`src/rtl/periph_regif_pkg.sv`:
```
package periph_regif_pkg;
  localparam int ADDR_W         = 5;
  localparam int DATA_W         = 8;
  localparam int NUM_REGS       = 29;
  localparam int RST_LOW_CYCLES = 10;

  typedef enum logic [1:0] {
    XFER_IDLE  = 2'd0,
    XFER_READ  = 2'd1,
    XFER_WRITE = 2'd2
  } xfer_kind_e;
endpackage

```
`src/rtl/regif_rst_filter.sv`:
```
module regif_rst_filter #(
  parameter int LOW_CYCLES = 10
) (
  input  logic clk,
  input  logic arst_n,
  input  logic rst_req_n,
  output logic clr,
  output logic [$clog2(LOW_CYCLES+1)-1:0] low_cnt
);
  localparam int CNT_W = $clog2(LOW_CYCLES + 1);
  localparam logic [CNT_W-1:0] THR     = CNT_W'(LOW_CYCLES);
  localparam logic [CNT_W-1:0] THR_M1  = CNT_W'(LOW_CYCLES - 1);

  logic [CNT_W-1:0] cnt_q, cnt_d;
  logic             req_low;

  assign req_low = ~rst_req_n;

  always_comb begin
    cnt_d = cnt_q;
    if (!req_low) begin
      cnt_d = '0;
    end else if (cnt_q != THR) begin
      cnt_d = cnt_q + CNT_W'(1);
    end
  end

  always_ff @(posedge clk or negedge arst_n) begin
    if (!arst_n) begin
      cnt_q <= '0;
    end else begin
      cnt_q <= cnt_d;
    end
  end

  assign clr     = req_low && (cnt_q >= THR_M1);
  assign low_cnt = cnt_q;
endmodule

```
`src/rtl/regif_bus_decode.sv`:
```
module regif_bus_decode
  import periph_regif_pkg::*;
#(
  parameter int AW = 5,
  parameter int DW = 8
) (
  input  logic          clk,
  input  logic          arst_n,
  input  logic          phase,
  input  logic          sel_n,
  input  logic          rd_wr_n,
  input  logic [AW-1:0] addr,
  input  logic [DW-1:0] bus_din,
  output logic          rd_en,
  output logic          wr_stb,
  output logic [AW-1:0] wr_addr,
  output logic [DW-1:0] wr_data
);
  xfer_kind_e      kind;
  logic            pend_q, pend_d;
  logic [AW-1:0]   addr_q, addr_d;
  logic [DW-1:0]   data_q, data_d;
  logic            cap_en;

  always_comb begin
    kind = XFER_IDLE;
    if (!sel_n && phase) begin
      kind = rd_wr_n ? XFER_READ : XFER_WRITE;
    end
  end

  assign rd_en  = (kind == XFER_READ);
  assign cap_en = (kind == XFER_WRITE);

  always_comb begin
    pend_d = pend_q;
    addr_d = addr_q;
    data_d = data_q;
    if (cap_en) begin
      pend_d = 1'b1;
      addr_d = addr;
      data_d = bus_din;
    end else if (!phase) begin
      pend_d = 1'b0;
    end
  end

  always_ff @(posedge clk or negedge arst_n) begin
    if (!arst_n) begin
      pend_q <= 1'b0;
      addr_q <= '0;
      data_q <= '0;
    end else begin
      pend_q <= pend_d;
      addr_q <= addr_d;
      data_q <= data_d;
    end
  end

  assign wr_stb  = pend_q && !phase;
  assign wr_addr = addr_q;
  assign wr_data = data_q;
endmodule

```
`src/rtl/regif_regfile.sv`:
```
module regif_regfile #(
  parameter int AW    = 5,
  parameter int DW    = 8,
  parameter int NREGS = 29
) (
  input  logic              clk,
  input  logic              arst_n,
  input  logic              clr,
  input  logic              wr_stb,
  input  logic [AW-1:0]     wr_addr,
  input  logic [DW-1:0]     wr_data,
  input  logic [AW-1:0]     rd_addr,
  output logic [DW-1:0]     rd_data,
  output logic [NREGS*DW-1:0] regs_flat
);
  localparam int FLAT_W = NREGS * DW;

  logic [DW-1:0] regs_q [NREGS];

  for (genvar gi = 0; gi < NREGS; gi++) begin : g_reg
    logic          hit;
    logic          en;
    logic [DW-1:0] nxt;

    assign hit = wr_stb && (wr_addr == AW'(gi));
    assign en  = clr || hit;
    assign nxt = clr ? '0 : wr_data;

    always_ff @(posedge clk or negedge arst_n) begin
      if (!arst_n) begin
        regs_q[gi] <= '0;
      end else if (en) begin
        regs_q[gi] <= nxt;
      end
    end

    assign regs_flat[gi*DW +: DW] = regs_q[gi];
  end

  always_comb begin
    rd_data = '0;
    for (int k = 0; k < NREGS; k++) begin
      if (rd_addr == AW'(k)) begin
        rd_data = regs_q[k];
      end
    end
  end

  logic unused_w;
  assign unused_w = ^FLAT_W;
endmodule

```
`src/rtl/periph_regif.sv`:
```
module periph_regif
  import periph_regif_pkg::*;
#(
  parameter int AW         = ADDR_W,
  parameter int DW         = DATA_W,
  parameter int NREGS      = NUM_REGS,
  parameter int LOW_CYCLES = RST_LOW_CYCLES
) (
  input  logic                clk,
  input  logic                arst_n,
  input  logic                rst_req_n,
  input  logic                phase,
  input  logic                sel_n,
  input  logic                rd_wr_n,
  input  logic [AW-1:0]       addr,
  input  logic [DW-1:0]       bus_din,
  output logic [DW-1:0]       bus_dout,
  output logic                bus_oe,
  output logic [NREGS*DW-1:0] regs_flat
);
  localparam int CNT_W = $clog2(LOW_CYCLES + 1);

  logic             clr;
  logic [CNT_W-1:0] low_cnt;
  logic             rd_en;
  logic             wr_stb;
  logic [AW-1:0]    wr_addr;
  logic [DW-1:0]    wr_data;
  logic [DW-1:0]    rd_data;

  regif_rst_filter #(.LOW_CYCLES(LOW_CYCLES)) u_filt (
    .clk       (clk),
    .arst_n    (arst_n),
    .rst_req_n (rst_req_n),
    .clr       (clr),
    .low_cnt   (low_cnt)
  );

  regif_bus_decode #(.AW(AW), .DW(DW)) u_dec (
    .clk     (clk),
    .arst_n  (arst_n),
    .phase   (phase),
    .sel_n   (sel_n),
    .rd_wr_n (rd_wr_n),
    .addr    (addr),
    .bus_din (bus_din),
    .rd_en   (rd_en),
    .wr_stb  (wr_stb),
    .wr_addr (wr_addr),
    .wr_data (wr_data)
  );

  regif_regfile #(.AW(AW), .DW(DW), .NREGS(NREGS)) u_rf (
    .clk       (clk),
    .arst_n    (arst_n),
    .clr       (clr),
    .wr_stb    (wr_stb),
    .wr_addr   (wr_addr),
    .wr_data   (wr_data),
    .rd_addr   (addr),
    .rd_data   (rd_data),
    .regs_flat (regs_flat)
  );

  assign bus_oe   = rd_en;
  assign bus_dout = rd_en ? rd_data : '0;
endmodule

```
`config.mk`:
```
export PLATFORM = sky130hd
export DESIGN_NAME = periph_regif
export DESIGN_NICKNAME = d
export VERILOG_FILES = /design/src/rtl/periph_regif_pkg.sv /design/src/rtl/regif_rst_filter.sv /design/src/rtl/regif_bus_decode.sv /design/src/rtl/regif_regfile.sv /design/src/rtl/periph_regif.sv
export SDC_FILE = /design/constraint.sdc
export NUM_CORES = 1
export LEC_CHECK = 0
export BUFFER_PORTS_ARGS = -buffer_cell sky130_fd_sc_hd__buf_4
export CAP_MARGIN = 30
export CORE_UTILIZATION = 31
export CTS_BUF_LIST = sky130_fd_sc_hd__clkbuf_4
export CTS_CLUSTER_SIZE = 14
export DETAILED_ROUTE_END_ITERATION = 8
export PLACE_DENSITY_LB_ADDON = 0.1
export SLEW_MARGIN = 20
export SYNTH_ARGS = -nofsm -noshare
export SYNTH_HDL_FRONTEND = slang
export SYNTH_HIERARCHICAL = 1
export SYNTH_SLANG_ARGS = --single-unit
```
`constraint.sdc`:
```
create_clock -name clk -period 3.4 [get_ports clk]
set_input_delay 0.51 -clock clk [delete_from_list [all_inputs] [get_ports clk]]
set_output_delay 0.51 -clock clk [all_outputs]
set_load 0.02 [all_outputs]
```
==> flow_summary.toml <==
[cells_and_area]
fin_cells = 2307
nets = 1699
multiInputGateArea_sq_um = 6606
area_delta_synth_final_pct = 27.56
drive_above_1_share_pct = 30.56
fillCellCount = 4502
seq_area_sq_um = 6267

[timing]
rsz0062_at_grt = "false"
final_max_slew_viol_count = 0
hold_violations = 0
fin_tns_setup_ps = 0
tightest_slew_ps = 979.7
clock-skew-final_ps = 53.46
post-route-period-util_pct = 98.39
fmax_ghz = 0.2989
layout_min_cycle_time_ps = 3345
maxSlewHeadroom_pct = 34.69
finalSetupViolCount = 0
holdWs_ps = 139.9

[grt]
grt.total_usage_pct = 26.22
grt.overflow.total = 0
grt_pass1_vias = 12220
grt_max_degree = 118
antenna_found_initial = 3
grt_pass1_wl_um = 85170

[min_path]
hold_path_class = "input pin to flip-flop"
holdPathEnd = "u_dec/pend_q$_DFFE_PN0P_"
worstHoldStart = "rd_wr_n"
hold_path_depth = 3

[synthesis]
seq_area_frac_synth_pct = 46.45
syn_area_per_cell_sq_um = 9.746
yosys_warnings = 6
synth_fp_nets = 1405
synth.ff_latch_count = 250
synth_edf_count = 0
synth_async_sr_flop_share_pct = 100.0
ys.flop_type = "dfrtp_1"
synthCells = 1382
synth.distinct_cells = 85
syn_area_sq_um = 13470

[clock_network]
clkSlewWorstSetupHoldPaths_ps = 60
clock_sinks = 250
root_buffer = "clkbuf_4"
cts_tree = "yes"
clock_path_buffers = 3
h-tree-depth = 3
cts-buffers-inserted = 74
clk-insertion-delay-late_ps = 760

[setup_path]
arrival_ps = 2840
r2r_cells = 5
r2r-start = "u_dec/wr_addr[3]$_DFFE_PN0N_"
cp_data_required_time_ps = 2890
crit_path_end_kind = "output pin"
worstReg2RegEnd = "u_rf/regs_flat[98]$_DFFE_PN0P_"
cp_max_fo = 4
r2r_slack_ps = 1070
path_class = "flip-flop to output pin"
cp-start-kind = "flip-flop"

[run_status]
outcome = "finished, final reports clean"

[placed_design]
gp_congestion = 0.9588
dp.cells = 2171
port_buffers = 259
hpwlAfterDp_um = 41320

[drt]
viasPerCell = 5.328
via_count = 12290
ant_nets = 0
drc = 0
dr.pass1.iters = 5
drt-initial-drc-count = 1073
totalWireLength_um = 58610
wl_per_cell_um = 25.41

[die]
core_area_sq_um = 42980
chipWidth_um = 210.4
initial_core_util_pct = 31.34
core.rowCount = 76
die-height_um = 210.4
io_pins = 260
dieArea_sq_um = 44290

[pwr]
p_leak_uw = 0.008134
power_density_nw_per_um2 = 588.7
ir_drop_mv = 0.3661
total_power_uw = 10110

[flow_run]
drv_cap = 0
registers in the layout (all words and copies together), names as in the netlist:
register,cells
u_dec/pend_q,1
u_dec/wr_addr,5
u_dec/wr_data,8
u_rf/regs_flat,232
u_filt/low_cnt,4
power breakdown:
| group | total, uW | switching, uW | internal, uW | leakage (uW) |
|---|---|---|---|---|
| Combinational | 2840 | 1640 | 1200 | 0.00422 |
| Clock | 2770 | 1310 | 1460 | 0.000531 |
| Sequential | 4510 | 1010 | 3500 | 0.00339 |
| Total | 10100 | 3960 | 6150 | 0.00813 |
cells by family after synthesis:
family                   Yosys count  synth area share (%)
XOR/XNOR                           2                0.1301
buffers and inverters            132                 4.719
AND/OR/NAND/NOR                  498                 18.16
AO/OA/AOI/OAI                    269                 12.41
multiplexers                     227                 17.76
flip-flops                       250                 46.45
adder cells (fa/ha/maj)            4                0.3716
worst max-delay path, stage by stage, from the launching register on:
cell and delay, ps:
dfrtp_2 480, a221o_1 370, a21oi_1 300, o21ai_0 180
buf_4 170, o211ai_1 110, o211ai_1 130, and2_1 190
buf_4 160
layer usage:
metal  part of all wire [%]  GRT usage (%)  vias to the layer above
met5                  0.019              0                        -
met3                    6.3          4.663                       66
li1                       -              -                     5521
met4                    1.9          8.046                        2
met1                     46          37.24                     6207
met2                     46          40.48                      496
synthesized netlist by cell type (5+ instances only):
cell / instances / area share, %
nand4b_1: 5 / 0.33
o22ai_1: 12 / 0.56
a31oi_1: 13 / 0.60
buf_1: 12 / 0.33
buf_4: 10 / 0.56
o21ai_1: 5 / 0.19
buf_6: 9 / 0.75
a221oi_1: 6 / 0.39
buf_2: 28 / 1.0
nor2b_1: 11 / 0.51
dfrtp_1: 250 / 46
mux2_2: 26 / 2.2
nor3_1: 11 / 0.41
inv_1: 12 / 0.33
nand2_1: 100 / 2.8
o21a_1: 6 / 0.33
nand3_1: 74 / 2.7
o21ai_0: 49 / 1.8
nand2b_1: 12 / 0.56
nor2_1: 220 / 6.1
mux2i_1: 194 / 14
clkbuf_1: 61 / 1.7
nor2_2: 7 / 0.33
a2bb2oi_1: 5 / 0.33
a211oi_1: 5 / 0.28
o32ai_1: 5 / 0.33
o211ai_1: 9 / 0.50
a21oi_1: 112 / 4.2
mux4_2: 7 / 1.2
and2_1: 11 / 0.51
worst max-delay path by stage:
stage	from	end	cells after the start
2_1_floorplan	addr[2]	bus_dout[4]	8
3_3_place_gp	addr[2]	bus_dout[5]	9
3_5_place_dp	addr[2]	bus_dout[5]	9
4_1_cts	u_rf/regs_flat[24]$_DFFE_PN0P_	bus_dout[0]	8
5_1_grt	u_rf/regs_flat[20]$_DFFE_PN0P_	bus_dout[4]	8
6_report	u_rf/regs_flat[145]$_DFFE_PN0P_	bus_dout[1]	8
layout make-up:
cell class,count,area share (%)
clock inverter,11,0.2476
inverter,12,0.2622
multi-input combinational,1000,38.45
timing repair buffer,338,15.48
tap,585,4.260
antenna,1,0.01456
clock buffer,110,4.806
sequential,250,36.48
through the flow:
stage               setup WS, ps  area (sq um)  utilization, %
floorplan                  850.0         13470               -
global placement          -16.59         16160           37.60
detailed placement        -2.821         16160           37.60
CTS                        2.143         17150           39.90
global route              0.2920         17180           39.97
finish                     54.64         17180           39.97
cells in the final DEF (no fill, tap or decap), drive strengths merged, types with 3 or more instances in the layout:
master / instances
a2bb2oi: 5
a211oi: 6
clkbuf: 110
nand2: 101
a22o: 4
or3b: 4
o21ai: 54
nand4b: 5
o311ai: 3
mux4: 7
o21a: 6
dfrtp: 250
nor3b: 9
mux2i: 194
clkinv: 9
and2: 12
nor2: 230
inv: 14
mux2: 26
a21o: 4
nor4: 5
o32ai: 5
a21oi: 112
nand3: 74
a31oi: 13
dlygate4sd3: 11
a221oi: 7
nor3: 17
nand3b: 6
o221ai: 3
nor2b: 12
nand2b: 12
ha: 4
o22ai: 12
buf: 327
o211ai: 9
timing repair:
action	4_1_cts	5_1_grt
setup buffers	0	3
pin swaps	0	1
hold buffers	11	0
endpoints found under the hold margin	103	0
gates resized for setup	1	4
setup endpoints to repair	1	3
Note: power is estimated with default switching activity, not from simulation.
